### src/rtl/sd_err_pkg.sv
package sd_err_pkg;
  localparam int unsigned BIT_RD_CRC  = 0;
  localparam int unsigned BIT_WR_CRC  = 1;
  localparam int unsigned BIT_NO_RSP  = 3;
  localparam int unsigned BIT_RSP_CRC = 4;

  localparam int unsigned TOK_LEN = 5;
  localparam logic [TOK_LEN-1:0] TOK_ACCEPT  = 5'b00101;
  localparam logic [TOK_LEN-1:0] TOK_CRC_ERR = 5'b01011;

  typedef enum logic [1:0] {
    TK_IDLE  = 2'd0,
    TK_HUNT  = 2'd1,
    TK_SHIFT = 2'd2
  } tok_state_e;
endpackage

### src/rtl/sd_rsp_watch.sv
module sd_rsp_watch #(
  parameter int unsigned RSP_WIN = 8
) (
  input  logic clk,
  input  logic rst,
  input  logic clk_tick,
  input  logic cmd_end,
  input  logic rsp_start,
  output logic no_rsp
);
  localparam int unsigned CNT_W = (RSP_WIN < 2) ? 1 : $clog2(RSP_WIN);
  localparam logic [CNT_W-1:0] LAST = CNT_W'(RSP_WIN - 1);

  logic             armed_q;
  logic [CNT_W-1:0] cnt_q;
  logic             expire;

  // window closes on the last ticking slot with no start bit
  assign expire = armed_q && !cmd_end && !rsp_start && clk_tick && (cnt_q == LAST);
  assign no_rsp = expire;

  always_ff @(posedge clk) begin
    if (rst) begin
      armed_q <= 1'b0;
      cnt_q   <= '0;
    end else if (cmd_end) begin
      armed_q <= 1'b1;
      cnt_q   <= '0;
    end else if (armed_q) begin
      if (rsp_start) begin
        armed_q <= 1'b0;
      end else if (clk_tick) begin
        if (cnt_q == LAST) begin
          armed_q <= 1'b0;
        end else begin
          cnt_q <= cnt_q + 1'b1;
        end
      end
    end
  end
endmodule

### src/rtl/sd_wtok_decode.sv
module sd_wtok_decode
  import sd_err_pkg::*;
(
  input  logic clk,
  input  logic rst,
  input  logic clk_tick,
  input  logic wr_done,
  input  logic dat0,
  output logic tok_bad
);
  localparam int unsigned BC_W = $clog2(TOK_LEN);
  localparam logic [BC_W-1:0] BC_LAST = BC_W'(TOK_LEN - 1);

  tok_state_e           st_q;
  logic [TOK_LEN-2:0]   sh_q;
  logic [BC_W-1:0]      bc_q;
  logic [TOK_LEN-1:0]   word;
  logic                 finish;

  assign word   = {sh_q, dat0};
  assign finish = (st_q == TK_SHIFT) && clk_tick && !wr_done && (bc_q == BC_LAST);
  // anything other than the accept pattern counts as a rejected write
  assign tok_bad = finish && (word != TOK_ACCEPT);

  always_ff @(posedge clk) begin
    if (rst) begin
      st_q <= TK_IDLE;
      sh_q <= '0;
      bc_q <= '0;
    end else if (wr_done) begin
      st_q <= TK_HUNT;
      sh_q <= '0;
      bc_q <= '0;
    end else begin
      case (st_q)
        TK_HUNT: begin
          if (clk_tick && !dat0) begin
            st_q <= TK_SHIFT;
            sh_q <= '0;
            bc_q <= BC_W'(1);
          end
        end
        TK_SHIFT: begin
          if (clk_tick) begin
            if (bc_q == BC_LAST) begin
              st_q <= TK_IDLE;
            end else begin
              sh_q <= {sh_q[TOK_LEN-3:0], dat0};
              bc_q <= bc_q + 1'b1;
            end
          end
        end
        default: st_q <= TK_IDLE;
      endcase
    end
  end
endmodule

### src/rtl/sd_err_status.sv
module sd_err_status #(
  parameter int unsigned STAT_W = 16
) (
  input  logic              clk,
  input  logic              rst,
  input  logic [STAT_W-1:0] set_vec,
  input  logic              clr_we,
  input  logic [STAT_W-1:0] clr_data,
  input  logic [STAT_W-1:0] irq_mask,
  output logic [STAT_W-1:0] status,
  output logic              irq
);
  logic [STAT_W-1:0] stat_q;
  logic [STAT_W-1:0] stat_nxt;
  logic [STAT_W-1:0] clr_vec;

  assign clr_vec = clr_we ? clr_data : '0;

  genvar gi;
  generate
    for (gi = 0; gi < STAT_W; gi++) begin : g_bit
      // a fresh error outranks a clear in the same cycle
      assign stat_nxt[gi] = (stat_q[gi] & ~clr_vec[gi]) | set_vec[gi];
    end
  endgenerate

  always_ff @(posedge clk) begin
    if (rst) begin
      stat_q <= '0;
      irq    <= 1'b0;
    end else begin
      stat_q <= stat_nxt;
      irq    <= |(stat_nxt & ~irq_mask);
    end
  end

  assign status = stat_q;
endmodule

### src/rtl/sd_err_capture.sv
module sd_err_capture
  import sd_err_pkg::*;
#(
  parameter int unsigned STAT_W  = 16,
  parameter int unsigned RSP_WIN = 8
) (
  input  logic              clk,
  input  logic              rst,
  input  logic              clk_tick,
  input  logic              cmd_end,
  input  logic              rsp_start,
  input  logic              rsp_done,
  input  logic              rsp_crc_bad,
  input  logic              rd_done,
  input  logic              rd_crc_bad,
  input  logic              wr_done,
  input  logic              dat0,
  input  logic              clr_we,
  input  logic [STAT_W-1:0] clr_data,
  input  logic [STAT_W-1:0] irq_mask,
  output logic [STAT_W-1:0] status,
  output logic              irq
);
  logic              no_rsp;
  logic              tok_bad;
  logic [STAT_W-1:0] set_vec;

  sd_rsp_watch #(.RSP_WIN(RSP_WIN)) u_rsp (
    .clk(clk), .rst(rst), .clk_tick(clk_tick),
    .cmd_end(cmd_end), .rsp_start(rsp_start), .no_rsp(no_rsp)
  );

  sd_wtok_decode u_tok (
    .clk(clk), .rst(rst), .clk_tick(clk_tick),
    .wr_done(wr_done), .dat0(dat0), .tok_bad(tok_bad)
  );

  always_comb begin
    set_vec              = '0;
    set_vec[BIT_RD_CRC]  = rd_done && rd_crc_bad;
    set_vec[BIT_WR_CRC]  = tok_bad;
    set_vec[BIT_NO_RSP]  = no_rsp;
    set_vec[BIT_RSP_CRC] = rsp_done && rsp_crc_bad;
  end

  sd_err_status #(.STAT_W(STAT_W)) u_stat (
    .clk(clk), .rst(rst), .set_vec(set_vec),
    .clr_we(clr_we), .clr_data(clr_data), .irq_mask(irq_mask),
    .status(status), .irq(irq)
  );
endmodule

### config.mk
export PLATFORM = sky130hd
export DESIGN_NAME = sd_err_capture
export DESIGN_NICKNAME = d
export VERILOG_FILES = /design/src/rtl/sd_err_pkg.sv /design/src/rtl/sd_rsp_watch.sv /design/src/rtl/sd_wtok_decode.sv /design/src/rtl/sd_err_status.sv /design/src/rtl/sd_err_capture.sv
export SDC_FILE = /design/constraint.sdc
export NUM_CORES = 1
export LEC_CHECK = 0
export ABC_CLOCK_PERIOD_IN_PS = 1500
export BUFFER_PORTS_ARGS = -buffer_cell sky130_fd_sc_hd__buf_2
export CAP_MARGIN = 30
export CORE_AREA = 10 10 61 76
export CTS_BUF_LIST = sky130_fd_sc_hd__clkbuf_2
export DETAILED_ROUTE_END_ITERATION = 7
export DIE_AREA = 0 0 71 86
export PLACE_DENSITY = 0.7
export SETUP_SLACK_MARGIN = 0.02
export SLEW_MARGIN = 40
export SYNTH_ARGS = -nofsm -noshare
export SYNTH_HDL_FRONTEND = slang
export SYNTH_SLANG_ARGS = --single-unit
export TNS_END_PERCENT = 5
### constraint.sdc
create_clock -name clk -period 1.5 [get_ports clk]
set_input_delay 0.075 -clock clk [delete_from_list [all_inputs] [get_ports clk]]
set_output_delay 0.075 -clock clk [all_outputs]
set_load 0.1 [all_outputs]
==> results.md <==
- Status: finished clean
- Unrepaired setup endpoints after global routing: true
- Fin crit share: 0.934
- Startpoint Class: flip-flop
- Syn Area/Cell: 9.60 µm²
- Ys async rst share: 0
- 1st-pass router iterations: 4
- Post-DP Area: around 0.0017 mm²
- Top-count cell post-synth: dfxtp_1
- H-tree Lvls: 2
- Max Fclk: between 0.7 and 0.8 GHz
- Post-detail-place hpwl: approximately 3200 µm
- Number of synthesized flops with an enable pin: 0
- Clock Path Buffers: 2
- MaxCap Viol Count: 0
- Core area: 0.00317 mm²
- Die W: 71 µm
- Critical Path RT: 1750 ps
- Top cells by count, synth: 30 x dfxtp_1, 20 x nor2_1, 12 x a21bo_2, 8 x a21oi_1, 7 x o22ai_1
- Final WL: 4090 µm
- Clock Sinks: 30
- Total Routing Usage GR: 0.131
- Die area: a little over 0.006 mm²
- Total Nets Final: 276
- Register bit total from synthesis: 30
- Area growth, synth to finish: 43.7%
- Remaining antenna violation count: 0
- Mean routed wirelength per cell: 15.4 µm
- DR vias/cell: 5.14
- Grt ovf: 0
- Kind of critical path: flip-flop to flip-flop
- Number of remaining DRC errors: 0
- Crit path capture type: flip-flop
- Yosys top cell area share: 0.432
- # diodes: 0
- Synth warn: 0
- Final Hold Viols: 0
- Clk_lat worst skew: approximately 380 ps
- Worst Max-Slew Pin Slew: around 500 ps
- Total CTS buffers: 5
- Gpl congestion: 0.822
- Most used DFF post-synth: dfxtp_1
- Finished Core Util: 0.632
- Leakage power: 0.875 nW
- Die Y: ~86 µm
- Unique masters post-synth: 40
- Vias in the first global route: 1483
- Initial Util: 0.440
- FP Rows: 23
- Mapped Nets: 193
- Post-synthesis cell count: 145
- Largest net degree at the start of global routing: 25
- Ranking of synthesized cells by area: dfxtp_1 43%, a21bo_2 8.6%, nor2_1 5.4%, ha_1 3.6%, o22ai_1 3.1%
- CTS tree: built
- Post-synthesis instance area: approximately 0.0014 mm²
- Clock skew: ~24 ps
- Tmin final: between 1000 and 1500 ps
- Initial antenna violation count: 0
- Reg clk slew, reported paths: about 140 ps
- DRT iter0 DRCs: 21
- Port Buf Inserts: 60
- Worst-path fanout max: 3
- Area leader, netlist: dfxtp_1
- First-pass GRT wire length: around 6700 µm
- Peak VDD IR: 622 µV
- Via count: 1367
- Critical path arrival: roughly 1700 ps
- Seq/Total Area, Yosys: 0.432
- Worst min-delay path category: input port to flip-flop
- Max Slew Vio Count: 0
- P per Cell Area: ~710 mW/mm²
- Final Cell Area: between 0.0015 and 0.002 mm²
- Share of layout cells above drive strength 1: 0.476
- Slew headroom: 0.670
- Final setup fails: 0
- Clk root buf: clkbuf_2
- Ports: 61
- Setup Fix Bufs, Post-CTS: 0
==> layout by cell type (no fill, tap or decap), types with 3 or more instances in the layout <==
| cell | synthesis | final |
|---|---|---|
| mux2i_1 | 3 | 3 |
| dlygate4sd3_1 | 0 | 20 |
| dfxtp_2 | 0 | 18 |
| ha_1 | 4 | 3 |
| clkbuf_2 | 0 | 6 |
| o2111ai_1 | 4 | 4 |
| dfxtp_1 | 30 | 12 |
| nor3_1 | 4 | 4 |
| buf_2 | 0 | 60 |
| inv_1 | 5 | 5 |
| o21ai_1 | 5 | 5 |
| o22ai_1 | 7 | 7 |
| nor2_1 | 20 | 20 |
| nand2b_1 | 4 | 4 |
| a21bo_2 | 12 | 12 |
| a21oi_1 | 8 | 8 |
| nand2_1 | 4 | 4 |
| a21bo_1 | 3 | 3 |
==> sequential cells by signal, indices dropped and copies added (netlist names) <==
signal / cells
u_stat.irq: 1
u_tok.bc_q: 3
u_rsp.cnt_q: 3
u_rsp.armed_q: 1
u_tok.st_q: 2
u_tok.sh_q: 4
u_stat.status: 16
==> logic make-up (layout without fill, tap and decap cells) <==
kind of cell / count (synthesis) / in the layout / share of synthesized area
compound gates: 48 / 48 / 0.267
buf+inv: 11 / 95 / 0.0459
fa+ha+maj: 4 / 4 / 0.0360
xor+xnor: 2 / 2 / 0.0126
mux: 3 / 3 / 0.0216
simple gates: 47 / 47 / 0.185
flops: 30 / 30 / 0.432
==> worst paths after layout <==
kind / from / to / slack, ps / cells past startpoint
max: u_rsp.cnt_q[0] / u_rsp.cnt_q[2] / 100 / 5
min: dat0 / u_tok.sh_q[0] / 30 / 3
max reg2reg: u_rsp.cnt_q[0] / u_rsp.cnt_q[2] / 100 / 5
min reg2reg: u_tok.sh_q[3] / u_tok.sh_q[3] / 510 / 2
==> critical path, stage by stage, from the launching register on <==
cell	delay [ps]
dfxtp_2	350
ha_1	220
ha_4	180
nor3_4	240
mux2i_1	240
nor3_1	60
==> through the flow <==
stage | hold slack (ps) | power [mW] | setup TNS [ps] | setup slack (ps) | cells
6_report | 30.5 | 1.42 | 0 | 99.0 | 266
5_1_grt | 38.8 | 1.49 | 0 | 23.4 | 266
4_1_cts | 23.1 | 1.43 | 0 | 32.4 | 266
3_5_place_dp | 329 | 1.01 | -1.24 | -1.24 | 238
3_3_place_gp | 324 | 1.01 | 0 | 105 | 238
2_1_floorplan | 139 | 0.936 | 0 | 119 | 145
==> timing repair <==
| action | in CTS | in global routing |
|---|---|---|
| endpoints found under the hold margin | 19 | 0 |
| gates resized for setup | 1 | 6 |
| hold buffers | 20 | 0 |
| endpoints found under the setup margin | 1 | 4 |
==> area by class of cell <==
cell class                      count  area [µm²]
Timing Repair Buffer               82         515
Clock inverter                      2        8.76
Multi-Input combinational cell    104         757
Fill cell                         269        1170
Inverter                            5        18.8
Sequential cell                    30         623
Tap cell                           37        46.3
Clock buffer                        6        30.0
==> where the power goes <==
| group | internal [mW] | total [mW] | switching, mW |
|---|---|---|---|
| clock | 0.114 | 0.387 | 0.273 |
| combinational | 0.103 | 0.224 | 0.121 |
| sequential | 0.807 | 0.814 | 0.00624 |
==> per-layer routing <==
metal,global-route usage,vias to the layer above,share of wire
li1,-,695,-
met1,0.130,611,0.38
met2,0.234,53,0.51
met3,0.0554,8,0.095
met4,0.0547,0,0.018
met5,0,-,0
No activity file was read; power rests on OpenSTA's default activity.
